**src/rtl/msr_pkg.sv**
```systemverilog
package msr_pkg;
  localparam int NLINES = 4;
  // line index inside the level/delta nibbles
  localparam int IDX_CTS = 0;
  localparam int IDX_DSR = 1;
  localparam int IDX_RI  = 2;
  localparam int IDX_DCD = 3;
  // modem control bit positions
  localparam int CTL_W    = 5;
  localparam int CTL_DTR  = 0;
  localparam int CTL_RTS  = 1;
  localparam int CTL_OUT1 = 2;
  localparam int CTL_OUT2 = 3;
  localparam int CTL_LOOP = 4;
  // carrier, data-set-ready and clear-to-send high after reset
  localparam logic [NLINES-1:0] LINES_RST = 4'b1011;
endpackage

```
**src/rtl/msr_sync.sv**
```systemverilog
module msr_sync #(
  parameter int W = 4,
  parameter int STAGES = 2,
  parameter logic [W-1:0] RST_VAL = '0
) (
  input  logic         clk,
  input  logic         rst,
  input  logic [W-1:0] din,
  output logic [W-1:0] dout
);
  logic [W-1:0] stg [STAGES];

  for (genvar s = 0; s < STAGES; s++) begin : g_stage
    if (s == 0) begin : g_first
      always_ff @(posedge clk) begin
        if (rst) stg[s] <= RST_VAL;
        else     stg[s] <= din;
      end
    end else begin : g_next
      always_ff @(posedge clk) begin
        if (rst) stg[s] <= RST_VAL;
        else     stg[s] <= stg[s-1];
      end
    end
  end

  assign dout = stg[STAGES-1];
endmodule

```
**src/rtl/msr_line_mux.sv**
```systemverilog
module msr_line_mux
  import msr_pkg::*;
(
  input  logic [NLINES-1:0] ext_lines,
  input  logic [CTL_W-1:0]  ctl,
  output logic [NLINES-1:0] lines
);
  always_comb begin
    if (ctl[CTL_LOOP]) begin
      lines[IDX_DCD] = ctl[CTL_OUT2];
      lines[IDX_RI]  = ctl[CTL_OUT1];
      lines[IDX_DSR] = ctl[CTL_DTR];
      lines[IDX_CTS] = ctl[CTL_RTS];
    end else begin
      lines = ext_lines;
    end
  end
endmodule

```
**src/rtl/msr_delta.sv**
```systemverilog
module msr_delta
  import msr_pkg::*;
(
  input  logic              clk,
  input  logic              rst,
  input  logic [NLINES-1:0] lines,
  input  logic              rd_stb,
  output logic [NLINES-1:0] lvl,
  output logic [NLINES-1:0] dlt
);
  logic [NLINES-1:0] hit;

  for (genvar i = 0; i < NLINES; i++) begin : g_bit
    if (i == IDX_RI) begin : g_trail
      assign hit[i] = lvl[i] & ~lines[i];
    end else begin : g_any
      assign hit[i] = lvl[i] ^ lines[i];
    end
  end

  always_ff @(posedge clk) begin
    if (rst) begin
      lvl <= LINES_RST;
      dlt <= '0;
    end else begin
      lvl <= lines;
      dlt <= (rd_stb ? '0 : dlt) | hit;
    end
  end


  cts_delta_chk: assert property (@(posedge clk) disable iff (rst)
    (lines[IDX_CTS] != lvl[IDX_CTS]) |=> dlt[IDX_CTS]);

  ri_rise_chk: assert property (@(posedge clk) disable iff (rst)
    (!lvl[IDX_RI] && lines[IDX_RI] && !dlt[IDX_RI]) |=> !dlt[IDX_RI]);

  read_clear_chk: assert property (@(posedge clk) disable iff (rst)
    (rd_stb && lines == lvl) |=> dlt == '0);

  race_keep_chk: assert property (@(posedge clk) disable iff (rst)
    (rd_stb && lvl[IDX_DCD] != lines[IDX_DCD]) |=> dlt[IDX_DCD]);

  sticky_chk: assert property (@(posedge clk) disable iff (rst)
    (!rd_stb) |=> ((dlt & $past(dlt)) == $past(dlt)));
endmodule

```
**src/rtl/modem_status_reg.sv**
```systemverilog
module modem_status_reg
  import msr_pkg::*;
#(
  parameter int SYNC_STAGES = 2
) (
  input  logic             clk,
  input  logic             rst,
  input  logic             cts_pin,
  input  logic             dsr_pin,
  input  logic             ri_pin,
  input  logic             dcd_pin,
  input  logic [CTL_W-1:0] ctl_bits,
  input  logic             rd_stb,
  output logic [7:0]       status_q,
  output logic             delta_any
);
  logic [NLINES-1:0] raw_lines, sync_lines, sel_lines, lvl, dlt;

  always_comb begin
    raw_lines[IDX_CTS] = cts_pin;
    raw_lines[IDX_DSR] = dsr_pin;
    raw_lines[IDX_RI]  = ri_pin;
    raw_lines[IDX_DCD] = dcd_pin;
  end

  msr_sync #(.W(NLINES), .STAGES(SYNC_STAGES), .RST_VAL(LINES_RST)) u_sync (
    .clk(clk), .rst(rst), .din(raw_lines), .dout(sync_lines));

  msr_line_mux u_mux (.ext_lines(sync_lines), .ctl(ctl_bits), .lines(sel_lines));

  msr_delta u_delta (
    .clk(clk), .rst(rst), .lines(sel_lines), .rd_stb(rd_stb),
    .lvl(lvl), .dlt(dlt));

  assign status_q  = {lvl, dlt};
  assign delta_any = |dlt;


  loop_map_chk: assert property (@(posedge clk) disable iff (rst)
    ctl_bits[CTL_LOOP] |=> status_q[7:4] ==
      {$past(ctl_bits[CTL_OUT2]), $past(ctl_bits[CTL_OUT1]),
       $past(ctl_bits[CTL_DTR]), $past(ctl_bits[CTL_RTS])});

  reset_val_chk: assert property (@(posedge clk)
    rst |=> (status_q == 8'hB0 && !delta_any));
endmodule

```
**config.mk**
```make
export PLATFORM = sky130hd
export DESIGN_NAME = modem_status_reg
export DESIGN_NICKNAME = d
export VERILOG_FILES = /design/src/rtl/msr_pkg.sv /design/src/rtl/msr_sync.sv /design/src/rtl/msr_line_mux.sv /design/src/rtl/msr_delta.sv /design/src/rtl/modem_status_reg.sv
export SDC_FILE = /design/constraint.sdc
export NUM_CORES = 1
export LEC_CHECK = 0
export BUFFER_PORTS_ARGS = -buffer_cell sky130_fd_sc_hd__buf_2
export CAP_MARGIN = 0
export CORE_AREA = 4 4 41 43
export DETAILED_ROUTE_END_ITERATION = 7
export DIE_AREA = 0 0 45 47
export PLACE_DENSITY_LB_ADDON = 0.12
export SKIP_CTS_REPAIR_TIMING = 1
export SLEW_MARGIN = 10
export SYNTH_ARGS = -nofsm -noshare
export SYNTH_HDL_FRONTEND = slang
export SYNTH_HIERARCHICAL = 1
export SYNTH_SLANG_ARGS = --single-unit
```
**constraint.sdc**
```tcl
create_clock -name clk -period 1.41 [get_ports clk]
set_input_delay 0.141 -clock clk [delete_from_list [all_inputs] [get_ports clk]]
set_output_delay 0.141 -clock clk [all_outputs]
set_load 0.005 [all_outputs]
```
* Word level (Yosys, flattened, before mapping)
Memory sizes are Yosys's and may differ from the RTL's.
Index checks and enable logic that the tools add are counted.
** Word-level totals
- Memory bits (writable) :: 8
- Bits of input ports :: 12
- Memories kept :: 1
- Word-level logic and storage cells :: 19
- Bits in registers :: 8
- Output and inout bits :: 9
** Cells by class
- Muxes and demuxes :: 7
- Reduce and logical (&&, ||, !) cells :: 1
- Bitwise operators :: 8
** Memory list
- u_sync.stg :: depth 2, width 4, rd ports 2, clocked after Yosys merged registers in 0, write ports 2, line msr_sync.sv:11 : logic [W-1:0] stg [STAGES];
** Operators with widths (count)
- 4-bit 2-to-1 mux :: 4
- 4-bit OR :: 1
- 4-bit OR reduction :: 1
- 1-bit 2-to-1 mux :: 3
- 1-bit XOR :: 3
- 1-bit OR :: 2
- 1-bit AND :: 1
- 1-bit NOT :: 1

* Longest topological paths before layout
Gate-level depths: netlist (run 1).
- Depth after elaboration :: 4
- Mapped depth :: 3
- Gate-level depth less buffers :: 3

* Modules after synthesis
The synthesis (run 1) kept the hierarchy.
** Modules (own cells, without submodules)
- msr_delta :: times used 1, sequential area each 160.2 µm², cells an instance 24, area each 262.8 µm²
- msr_sync :: times used 1, sequential area each 160.2 µm², cells an instance 16, area each 210.2 µm²
- msr_line_mux :: times used 1, sequential area each 0.0 µm², cells an instance 4, area each 45.0 µm²
- modem_status_reg :: times used 1, sequential area each 0.0 µm², cells an instance 1, area each 7.5 µm²

* Worst setup path before layout (run 1)
OpenSTA, ideal clock, no wires.
- Path type :: reg-to-output
- From :: register u_delta.dlt[1]
- To :: output delta_any
- Cell stages (with the launch flop) :: 2
- Buffers on the path :: 0
- Setup slack :: 0.434 ns
- Arrival time :: 0.835 ns
- Cell sequence :: dfxtp_1 -> or4_1
** Between the ends
- Cells in the longest elaborated chain, start to end :: 1
** Ends and longest elaborated chain
- start: declaration :: line msr_delta.sv:9 : output logic [NLINES-1:0] dlt
- start signal: assignment :: line msr_delta.sv:27 : dlt <= (rd_stb ? '0 : dlt) | hit;
- 4-bit OR reduction :: line modem_status_reg.sv:36 : assign delta_any = |dlt;
- end: declaration :: line modem_status_reg.sv:15 : output logic delta_any
Every way passes these cells.

* Worst setup path in the final report (run 1)
Same ends and word-level chain as after synthesis.

==> impl_results.rst, run 1 <==
.. list-table::
   :header-rows: 1

   * - Metric
     - Value
   * - Result of the run
     - complete, no violations
   * - CTS clk-pin slew, worst paths
     - about 0.090 ns
   * - Area growth from synthesis to final layout
     - 29.5%
   * - Worst path setup slack after routing
     - 0.0366 ns
   * - Power density normalized to cell area
     - roughly 1300 nW/µm²
   * - TritonCTS clock tree
     - done
   * - Worst slack after detailed placement
     - ~0.34 ns
   * - Synthesized area divided by synthesized cell count
     - ~12 µm²
   * - Placed wire-length estimate after detailed placement
     - approximately 620 µm
   * - Quantity of I/O buffers inserted on ports
     - 20
   * - Die H
     - 47 µm
   * - Post-synthesis net count
     - between 50 and 60
   * - Hold Vio Cnt, Final
     - 0
   * - Core Box Area
     - roughly 1300 µm²
   * - Diode count
     - 0
   * - Via count
     - roughly 370
   * - Maxcap violations
     - 0
   * - Number of primary I/O pins
     - 21
   * - Dominant cells by area after synthesis
     - sky130_fd_sc_hd__dfxtp_1 (61%), sky130_fd_sc_hd__or2_1 (11%), sky130_fd_sc_hd__mux2_2 (8.6%)
   * - Critical path launch point type
     - flop
   * - Fraction of the cycle the final worst path needs
     - around 97%
   * - Clock Tree Buf Depth
     - 2
   * - Peak VDD IR
     - approximately 0.6 mV
   * - Number of synthesized flops with an enable pin
     - 0
   * - Slew @ Worst Pin
     - ~0.22 ns
   * - Tmin final
     - 1.37 ns
   * - Global router's overall resource usage
     - 8.53%
   * - Setup TNS Final
     - 0 ns
   * - Vias in the first global route
     - 330
   * - Area of the die
     - around 2100 µm²
   * - Final worst clock skew
     - roughly 0.0021 ns
   * - Sequential area share after synthesis
     - 61.0%
   * - Dominant delay contributor by cell family on the critical path
     - simple AND/OR/NAND/NOR gates
   * - Net count reported at finish
     - 82
   * - Final Setup Violations
     - 0
   * - TritonCTS Buffers
     - 3
   * - Most used DFF post-synth
     - sky130_fd_sc_hd__dfxtp_1
   * - Count of state elements after synthesis
     - 16
   * - Drt via density
     - 4.36
   * - Synth Instances
     - between 40 and 50
   * - Cell Area, Placed
     - approximately 640 µm²
   * - Source-to-sink clock delay at the later pin of the worst-skew pair
     - roughly 0.27 ns
   * - Arr. time, crit path
     - ~1.2 ns
   * - Type of the tightest min-delay check
     - input port to flop
   * - Achievable Freq
     - around 0.73 GHz
   * - Overflow after GRT
     - 0
   * - Worst Path Buf+Inv
     - 1
   * - Final estimated routing congestion in global placement
     - a little under 0.6
   * - Antenna violations before repair
     - 0
   * - Number of design rule violations left after detail routing
     - 0
   * - Remaining antenna violation count
     - 0
   * - Wire length of the first global-routing pass
     - between 1000 and 1500 µm
   * - Leak pwr
     - between 0.2 and 0.3 nW
   * - Area share of the largest cell type after synthesis
     - approximately 61%
   * - Required @ worst endpoint
     - ~1.3 ns
   * - Min Hold Slack
     - between 0.03 and 0.04 ns
   * - Area leader, netlist
     - sky130_fd_sc_hd__dfxtp_1
   * - Final instance area
     - around 680 µm²
   * - Slowest cell delay on critical path
     - 0.50 ns
   * - Library cell used as clock root buffer
     - sky130_fd_sc_hd__clkbuf_4
   * - Post-synthesis cell type count
     - 8
   * - RSZ-0062 raised after global routing
     - yes
   * - Sequence of cells on the critical path
     - or4_1, buf_2
   * - Core Rows
     - 13
   * - Number of warnings reported in the yosys synthesis log
     - 6
   * - Max-slew headroom at the worst pin
     - between 80% and 90%
   * - Worst Path Class, Setup
     - flop to output pin
   * - First-pass DRT Iterations
     - 2
   * - Cell with the most instances after synthesis
     - sky130_fd_sc_hd__dfxtp_1
   * - Starting density of the core
     - between 40% and 50%
   * - Leading post-synthesis cells by instance count
     - sky130_fd_sc_hd__dfxtp_1 (16), sky130_fd_sc_hd__or2_1 (9), sky130_fd_sc_hd__nand2b_1 (5)
   * - Total number of H-tree levels
     - 1
   * - Critical path endpoint category
     - output pin
   * - Crit Path Max Fanout
     - 3
   * - Asr flop ratio synth
     - 0%
   * - Number of DRC violations after detailed-routing iteration 0
     - 1
   * - Count of pins over their slew limit
     - 0
   * - Average wire length per cell after detail routing
     - approximately 9.8 µm
   * - Post-Syn Area
     - 526 µm²
   * - Total number of clock tree sinks
     - 16
   * - Fraction of layout instances using a drive strength above 1
     - between 40% and 50%
   * - Final wirelength
     - approximately 820 µm
   * - Die outline width
     - between 40 and 50 µm
   * - Slowest-stage cell, CP
     - sky130_fd_sc_hd__or4_1
   * - Largest net degree at the start of global routing
     - 17
## layer usage
layer / routed length [µm] / global-route usage [%] / up-vias
met2: 419 / 15.3 / 12
met5: 0 / 0 / -
met1: 328 / 8.18 / 157
met4: 4 / 7.02 / 0
met3: 67 / 2.30 / 2
li1: - / - / 195
## cells by family after synthesis
logic type,share of synthesized area (%)
AOI/OAI and AO/OA,3.81
xor gates and xnor gates,5.00
DFF,61.0
muxes,8.57
and+or+nand+nor,21.7
## flip-flops by register name (all words and copies together) (netlist names)
signal / flops
u_delta/lvl: 4
u_sync/stg: 8
u_delta/dlt: 4
## metrics by stage
stage / cells / utilization (%) / power [mW]
6_report: 84 / 52.3 / 0.865
5_1_grt: 84 / 52.3 / 0.917
4_1_cts: 84 / 52.3 / 0.886
3_5_place_dp: 80 / 49.5 / 0.591
3_3_place_gp: 80 / 49.5 / 0.589
2_1_floorplan: 45 / - / 0.545
## worst register-to-register path, delay by kind of cell, from the launching register on
kind           cells  cell delay (ns)
flip-flops         1             0.30
multiplexers       1             0.27
XOR/XNOR           1             0.17
AO/OA/AOI/OAI      1             0.08
## cells in the final DEF, fill, tap and decap left out
cell type,synthesis,layout
sky130_fd_sc_hd__a21oi_1,4,4
sky130_fd_sc_hd__buf_2,0,20
sky130_fd_sc_hd__clkbuf_4,0,3
sky130_fd_sc_hd__clkbuf_8,0,1
sky130_fd_sc_hd__dfxtp_1,16,16
sky130_fd_sc_hd__mux2_2,4,4
sky130_fd_sc_hd__nand2b_1,5,5
sky130_fd_sc_hd__nor2b_1,3,3
sky130_fd_sc_hd__or2_1,9,9
sky130_fd_sc_hd__or4_1,1,1
sky130_fd_sc_hd__xnor2_1,3,3
## worst paths after layout
kind,start,endpoint,slack [ns],cells after the start
setup / recovery,u_delta/dlt[1]$_SDFF_PP0_,delta_any,0.04,2
hold / removal,dcd_pin,u_sync/stg[0][3]$_SDFF_PP1_,0.03,2
setup reg to reg,u_sync/stg[1][3]$_SDFF_PP1_,u_delta/dlt[3]$_SDFF_PP0_,0.48,3
hold reg to reg,u_sync/stg[0][1]$_SDFF_PP1_,u_sync/stg[1][1]$_SDFF_PP1_,0.41,1
## layout make-up
type | count | area (µm²)
clock buffers | 4 | 36.3
fillers | 133 | 621
multi-input cells | 29 | 205
flip-flops and latches | 16 | 320
well taps | 15 | 18.8
repair buffers | 20 | 100
## where the power goes
| part | leakage (nW) | internal [mW] | switching [mW] |
|---|---|---|---|
| combinational | 0.139 | 0.0545 | 0.0347 |
| clock | 0.0210 | 0.157 | 0.130 |
| sequential | 0.133 | 0.478 | 0.0109 |
| total | 0.293 | 0.689 | 0.176 |
Note: power is estimated with default switching activity, not from simulation.
==> inputs of run 2 (changes only) <==
ABC_AREA = 1   (was unset)
clock period = 1.7 ns   (was 1.41 ns; I/O delays follow)
==> run 2 against run 1 <==
Hold slack better by 0.027 ns. Power down 21%. Largest cell class unchanged. Sequential cell count stayed put. Area after synthesis up 9.8%.
==> impl_results.rst, run 2 <==
.. list-table::
   :header-rows: 1

   * - Metric
     - Value
   * - RSZ-0062 raised after global routing
     - no
   * - Fraction of layout instances using a drive strength above 1
     - approximately a quarter
   * - Cell with the most instances after synthesis
     - sky130_fd_sc_hd__nand2_1
   * - CTS clk-pin slew, worst paths
     - around 0.090 ns
   * - Final worst clock skew
     - roughly 0.0029 ns
   * - Result of the run
     - complete, no violations
   * - Max FFs per register
     - 8
   * - Antenna violations before repair
     - 0
   * - Arr. time, crit path
     - roughly 0.87 ns
   * - Setup TNS Final
     - 0 ns
   * - Asr flop ratio synth
     - 0%
   * - Max-slew headroom at the worst pin
     - about 92%
   * - Number of DRC violations after detailed-routing iteration 0
     - 4
   * - Core Box Area
     - approximately 1300 µm²
   * - Die outline width
     - 45 µm
   * - Top register by number of flip-flops
     - u_sync/stg
   * - Synthesized area divided by synthesized cell count
     - between 6 and 7 µm²
   * - First-pass DRT Iterations
     - 2
   * - Area leader, netlist
     - sky130_fd_sc_hd__dfxtp_1
   * - Tmin final
     - roughly 1.0 ns
   * - Quantity of I/O buffers inserted on ports
     - 20
   * - Fraction of the cycle the final worst path needs
     - 61.4%
   * - Drt via density
     - roughly 4.3
   * - Achievable Freq
     - 0.958 GHz
   * - Biggest registers after layout
     - u_sync/stg (8), u_delta/dlt (4), u_delta/lvl (4)
   * - Min Hold Slack
     - ~0.061 ns
   * - Largest net degree at the start of global routing
     - 9
   * - Leading post-synthesis cells by instance count
     - sky130_fd_sc_hd__nand2_1 (36), sky130_fd_sc_hd__inv_1 (18), sky130_fd_sc_hd__dfxtp_1 (16)
   * - Leak pwr
     - around 0.46 nW
   * - Remaining antenna violation count
     - 0
   * - Startpoint of the worst hold path
     - dcd_pin
   * - Number of warnings reported in the yosys synthesis log
     - 6
   * - Power density normalized to cell area
     - around 950 nW/µm²
   * - Worst hold stages
     - 3
   * - Average wire length per cell after detail routing
     - approximately 8.4 µm
   * - Critical path endpoint category
     - output pin
   * - Final wirelength
     - between 1000 and 1500 µm
   * - Synth Instances
     - 83
   * - Post-synthesis cell type count
     - 7
   * - Hold Vio Cnt, Final
     - 0
   * - Peak VDD IR
     - around 0.45 mV
   * - Reg2Reg Launch Point
     - u_sync/stg[1][3]$_SDFF_PP1_
   * - Source-to-sink clock delay at the later pin of the worst-skew pair
     - about 0.28 ns
   * - Count of pins over their slew limit
     - 0
   * - Net count reported at finish
     - between 100 and 150
   * - Total area of sequential cells
     - approximately 320 µm²
   * - Area growth from synthesis to final layout
     - 24.5%
   * - Clock Tree Buf Depth
     - 2
   * - Diode count
     - 0
   * - End point of the most critical hold path
     - u_sync/stg[0][3]$_SDFF_PP1_
   * - Total number of clock tree sinks
     - 16
   * - Required @ worst endpoint
     - 1.53 ns
   * - Final core occ
     - between 50 and 60%
   * - Sequential area share after synthesis
     - 55.5%
   * - Placed wire-length estimate after detailed placement
     - between 800 and 900 µm
   * - Crit Path Max Fanout
     - 3
   * - Via count
     - 516
   * - Number of design rule violations left after detail routing
     - 0
   * - Most frequent cells in the layout
     - sky130_fd_sc_hd__nand2_1 (36), sky130_fd_sc_hd__buf_2 (20), sky130_fd_sc_hd__inv_1 (18)
   * - Core Rows
     - 13
   * - Worst Path Class, Setup
     - flop to output pin
   * - Fill count
     - between 150 and 200
   * - Final Setup Violations
     - 0
   * - Die H
     - ~47 µm
   * - Overflow after GRT
     - 0
   * - Leading cell type in the layout, fill and taps excluded
     - sky130_fd_sc_hd__nand2_1
   * - Maxcap violations
     - 0
   * - Final estimated routing congestion in global placement
     - ~0.68
   * - Number of primary I/O pins
     - 21
   * - Global router's overall resource usage
     - a little over a tenth
   * - Post-synthesis net count
     - between 90 and 100
   * - TritonCTS Buffers
     - 3
   * - Setup slack on the worst flop-to-flop path
     - ~0.91 ns
   * - FF-to-FF path depth
     - 7
   * - Total number of H-tree levels
     - 1
   * - Reg-to-Reg End
     - u_delta/dlt[3]$_SDFF_PP0_
   * - Slew @ Worst Pin
     - 0.126 ns
   * - Count of state elements after synthesis
     - 16
   * - Number of synthesized flops with an enable pin
     - 0
   * - Starting density of the core
     - 44.3%
   * - Wire length of the first global-routing pass
     - roughly 1600 µm
   * - Vias in the first global route
     - just over 400
   * - Library cell used as clock root buffer
     - sky130_fd_sc_hd__clkbuf_4
   * - Dominant cells by area after synthesis
     - sky130_fd_sc_hd__dfxtp_1 (56%), sky130_fd_sc_hd__nand2_1 (23%), sky130_fd_sc_hd__inv_1 (12%)
   * - Critical path launch point type
     - flop
   * - Post-Syn Area
     - about 580 µm²
   * - Most used DFF post-synth
     - sky130_fd_sc_hd__dfxtp_1
   * - Area share of the largest cell type after synthesis
     - between 50% and 60%
   * - Area of the die
     - between 2000 and 2500 µm²
   * - TritonCTS clock tree
     - done
   * - Multi-input combinational cell area
     - 174 µm²
   * - Type of the tightest min-delay check
     - input port to flop
==> run 2: cell count changes after synthesis <==
cell | previous run | this run
sky130_fd_sc_hd__inv_2 | 0 | 4
sky130_fd_sc_hd__nand3_1 | 0 | 3
sky130_fd_sc_hd__nor2b_1 | 3 | 0
sky130_fd_sc_hd__or2_1 | 9 | 0
sky130_fd_sc_hd__xnor2_1 | 3 | 0
sky130_fd_sc_hd__mux2_2 | 4 | 0
sky130_fd_sc_hd__nor2_1 | 0 | 5
sky130_fd_sc_hd__or4_1 | 1 | 0
sky130_fd_sc_hd__nand2b_1 | 5 | 0
sky130_fd_sc_hd__nand2_1 | 0 | 36
sky130_fd_sc_hd__a21oi_1 | 4 | 1
sky130_fd_sc_hd__inv_1 | 0 | 18
==> run 2: logic make-up after synthesis <==
kind of cell    synth area share, %
simple gates                   29.3
flops                          55.5
buf+inv                        14.3
compound gates                0.867
==> run 2: critical path, stage by stage, from the launching register on <==
cell and delay, ns:
sky130_fd_sc_hd__dfxtp_1 0.33, sky130_fd_sc_hd__nor2_1 0.10, sky130_fd_sc_hd__nand2_1 0.05, sky130_fd_sc_hd__buf_2 0.12
==> run 2: routing by layer <==
layer / vias to the layer above / wire (µm) / global-route usage (%) / part of all wire [%]
li1: 281 / - / - / -
met1: 219 / 423 / 10.5 / 42
met2: 14 / 482 / 18.1 / 48
met3: 2 / 94 / 3.45 / 9.3
met4: 0 / 12 / 10.5 / 1.2
met5: - / 0 / 0 / 0
==> run 2: worst max-delay path by stage <==
stage	startpoint	to
final	u_delta/dlt[3]$_SDFF_PP0_	delta_any
after global routing	u_delta/dlt[3]$_SDFF_PP0_	delta_any
after CTS	u_delta/dlt[3]$_SDFF_PP0_	delta_any
after detailed placement	ctl_bits[4]	u_delta/dlt[3]$_SDFF_PP0_
after global placement	ctl_bits[4]	u_delta/dlt[0]$_SDFF_PP0_
after floorplan	u_sync/stg[1][0]$_SDFF_PP1_	u_delta/dlt[0]$_SDFF_PP0_
==> run 2: stage by stage <==
step,instance area [µm²],power (mW),setup WS (ns),std cells
3_3_place_gp,696,0.501,0.847,118
2_1_floorplan,577,0.463,0.970,83
3_5_place_dp,696,0.503,0.828,118
6_report,718,0.681,0.656,121
4_1_cts,718,0.697,0.630,121
5_1_grt,718,0.725,0.586,121
==> run 2: cell type report <==
type / count / area share, %
inverter: 22 / 11.5
tap: 15 / 2.61
sequential: 16 / 44.6
clock buffer: 3 / 3.14
multi-input combinational: 45 / 24.2
timing repair buffer: 20 / 13.9
==> run 2: power by group <==
part | internal, mW | switching, mW | leakage (nW)
clock | 0.0821 | 0.106 | 0.0138
combinational | 0.0397 | 0.0461 | 0.315
sequential | 0.397 | 0.0102 | 0.133
==> inputs of run 3 (changes only) <==
ABC_AREA = 0   (was 1)
CORE_AREA = unset   (was 4 4 41 43)
CORE_MARGIN = 4   (was unset)
CORE_UTILIZATION = 39   (was unset)
DIE_AREA = unset   (was 0 0 45 47)
clock period = 0.85 ns   (was 1.7 ns; I/O delays follow)
==> run 3 against run 2 <==
Combinational power grew to 2.5 times the previous value. Critical path type unchanged. Critical endpoint unchanged. Worst setup slack lost 1.1 ns. Design area grew 12%. The run now ends with negative setup slack left.
==> impl_results.rst, run 3 (synthesis gave the netlist of run 1 again) <==
.. list-table::
   :header-rows: 1

   * - Metric
     - Value
   * - Starting density of the core
     - approximately 44%
   * - Type of the tightest min-delay check
     - input port to flop
   * - Sw Ratio
     - between 20% and 30%
   * - Max FFs per register
     - 8
   * - Violated checks
     - negative setup slack
   * - Number of design rule violations left after detail routing
     - 0
   * - TritonCTS Buffers
     - 3
   * - Worst Path Class, Setup
     - flop to output pin
   * - First-pass DRT Iterations
     - 4
   * - Total area of sequential cells
     - 328 µm²
   * - RSZ-0062 raised after global routing
     - yes
   * - Critical path endpoint category
     - output pin
   * - Critical path launch point type
     - flop
   * - Via count
     - roughly 400
   * - Diode count
     - 0
   * - Dominant delay contributor by cell family on the critical path
     - simple AND/OR/NAND/NOR gates
   * - Hold Vio Cnt, Final
     - 0
   * - Core Rows
     - 12
   * - Area growth from synthesis to final layout
     - 53.1%
   * - Result of the run
     - finished, violations left
   * - Slew @ Worst Pin
     - between 0.2 and 0.25 ns
   * - Die outline width
     - around 45 µm
   * - Final wirelength
     - 969 µm
   * - Vias in the first global route
     - 340
   * - End of the critical path
     - delta_any
   * - Net count reported at finish
     - 90
   * - Source-to-sink clock delay at the later pin of the worst-skew pair
     - between 0.2 and 0.3 ns
   * - Worst path setup slack after routing
     - -0.465 ns
   * - Leak pwr
     - between 0.3 and 0.4 nW
   * - Total number of H-tree levels
     - 1
   * - Arr. time, crit path
     - 1.23 ns
   * - Min Hold Slack
     - roughly 0.0075 ns
   * - Power density normalized to cell area
     - approximately 1900 nW/µm²
   * - Biggest registers after layout
     - u_sync/stg (8), u_delta/dlt (4), u_delta/lvl (4)
   * - Die H
     - ~45 µm
   * - Setup slack on the worst flop-to-flop path
     - -0.06 ns
   * - Final worst clock skew
     - roughly 0.0019 ns
   * - Count of pins over their slew limit
     - 0
   * - Final estimated routing congestion in global placement
     - between 0.6 and 0.7
   * - Quantity of I/O buffers inserted on ports
     - 20
   * - Multi-input combinational cell area
     - 239 µm²
   * - Switching Power
     - around 0.32 mW
   * - Fill count
     - between 90 and 100
   * - Sequence of cells on the critical path
     - or4_1, buf_2
   * - Final instance area
     - about 800 µm²
   * - Fraction of power consumed by combinational cells
     - around 14%
   * - Slowest cell delay on critical path
     - 0.50 ns
   * - Cell Int Power
     - roughly 1.2 mW
   * - Maxcap violations
     - 0
   * - Remaining antenna violation count
     - 0
   * - Required @ worst endpoint
     - between 0.7 and 0.8 ns
   * - Leading cell type in the layout, fill and taps excluded
     - sky130_fd_sc_hd__buf_2
   * - Achievable Freq
     - 0.761 GHz
   * - Global router's overall resource usage
     - 10.3%
   * - Library cell used as clock root buffer
     - sky130_fd_sc_hd__clkbuf_4
   * - Clock Tree Buf Depth
     - 2
   * - Tmin final
     - 1.31 ns
   * - Reg-to-Reg End
     - u_delta/dlt[1]$_SDFF_PP0_
   * - Worst Path Buf+Inv
     - 1
   * - Top layer used by detailed routing
     - met3
   * - Largest net degree at the start of global routing
     - 17
   * - Fraction of the cycle the final worst path needs
     - 155%
   * - Cell Area, Placed
     - 678 µm²
   * - Worst setup path start
     - u_delta/dlt[3]$_SDFF_PP0_
   * - Area of the die
     - approximately 2000 µm²
   * - Top register by number of flip-flops
     - u_sync/stg
   * - Instance count on the critical path
     - 2
   * - Sequential Power Share
     - 53.5%
   * - Clk network pwr share
     - roughly 32%
   * - Fraction of layout instances using a drive strength above 1
     - 54.5%
   * - Antenna violations before repair
     - 0
   * - Number of DRC violations after detailed-routing iteration 0
     - 1
   * - M1 WL
     - between 400 and 500 µm
   * - Max-slew headroom at the worst pin
     - a little over four fifths
   * - Average wire length per cell after detail routing
     - ~11 µm
   * - Peak VDD IR
     - around 1.1 mV
   * - Overflow after GRT
     - 0
   * - Sum of met2 wire segment lengths after detailed routing
     - approximately 480 µm
   * - Total number of clock tree sinks
     - 16
   * - CTS clk-pin slew, worst paths
     - roughly 0.090 ns
   * - FF-to-FF path depth
     - 3
   * - Most frequent cells in the layout
     - sky130_fd_sc_hd__buf_2 (18), sky130_fd_sc_hd__dfxtp_1 (10), sky130_fd_sc_hd__or2_1 (9)
   * - Reg2Reg Launch Point
     - u_sync/stg[1][1]$_SDFF_PP1_
   * - Slowest-stage cell, CP
     - sky130_fd_sc_hd__or4_1
   * - Crit Path Max Fanout
     - 2
   * - Final core occ
     - roughly two thirds
   * - Final Setup Violations
     - 11
   * - Number of primary I/O pins
     - 21
   * - Wire length of the first global-routing pass
     - between 1000 and 1500 µm
   * - TritonCTS clock tree
     - done
   * - Core Box Area
     - between 1000 and 1500 µm²
   * - Setup TNS Final
     - -0.980 ns
   * - Routed wl met3
     - about 65 µm
   * - Drt via density
     - around 4.4
run 3: changes by cell type in the layout (fill, tap and decap cells not counted), sizes merged, moves of 4 or more:
cell,previous run,this run
inv,22,0
mux2,0,4
nand2,36,0
nor2,5,0
buf,20,25
nand2b,0,5
or2,0,9
run 3: how the worst min path moves through the flow:
stage / startpoint / slack [ns] / end / cells after the start
after floorplan: rst / 0.15 / u_delta/dlt[2]$_SDFF_PP0_ / 1
after global placement: dsr_pin / 0.26 / u_sync/stg[0][1]$_SDFF_PP1_ / 2
after detailed placement: dsr_pin / 0.27 / u_sync/stg[0][1]$_SDFF_PP1_ / 2
after CTS: dsr_pin / -0.04 / u_sync/stg[0][1]$_SDFF_PP1_ / 2
after global routing: ri_pin / 0.02 / u_sync/stg[0][2]$_SDFF_PP0_ / 2
final: ri_pin / 0.007 / u_sync/stg[0][2]$_SDFF_PP0_ / 2
run 3: power by group through the flow:
stage	registers (mW)	logic, mW	clock network, mW
final	0.814	0.215	0.492
after global routing	0.819	0.237	0.552
after floorplan	0.832	0.0779	0
after global placement	0.827	0.173	0
after CTS	0.812	0.176	0.514
after detailed placement	0.829	0.175	0
run 3: layout make-up:
cell class              instances  area share, %
flip-flops and latches         16           40.7
repair buffers                 28           22.9
multi-input cells              29           29.7
well taps                      14           2.18
clock buffers                   4           4.51
run 3: stage by stage:
stage,worst slack [ns],std cells,power [mW]
after floorplan,-0.0689,45,0.910
after global placement,-0.159,82,1.00
after detailed placement,-0.158,82,1.00
after CTS,-0.486,86,1.50
after global routing,-0.518,91,1.61
final,-0.465,91,1.52
run 3: per-layer routing:
layer,vias to the layer above,GRT usage [%]
met5,-,0
met1,177,12.7
met3,0,2.39
met2,13,14.9
met4,0,9.04
li1,211,-
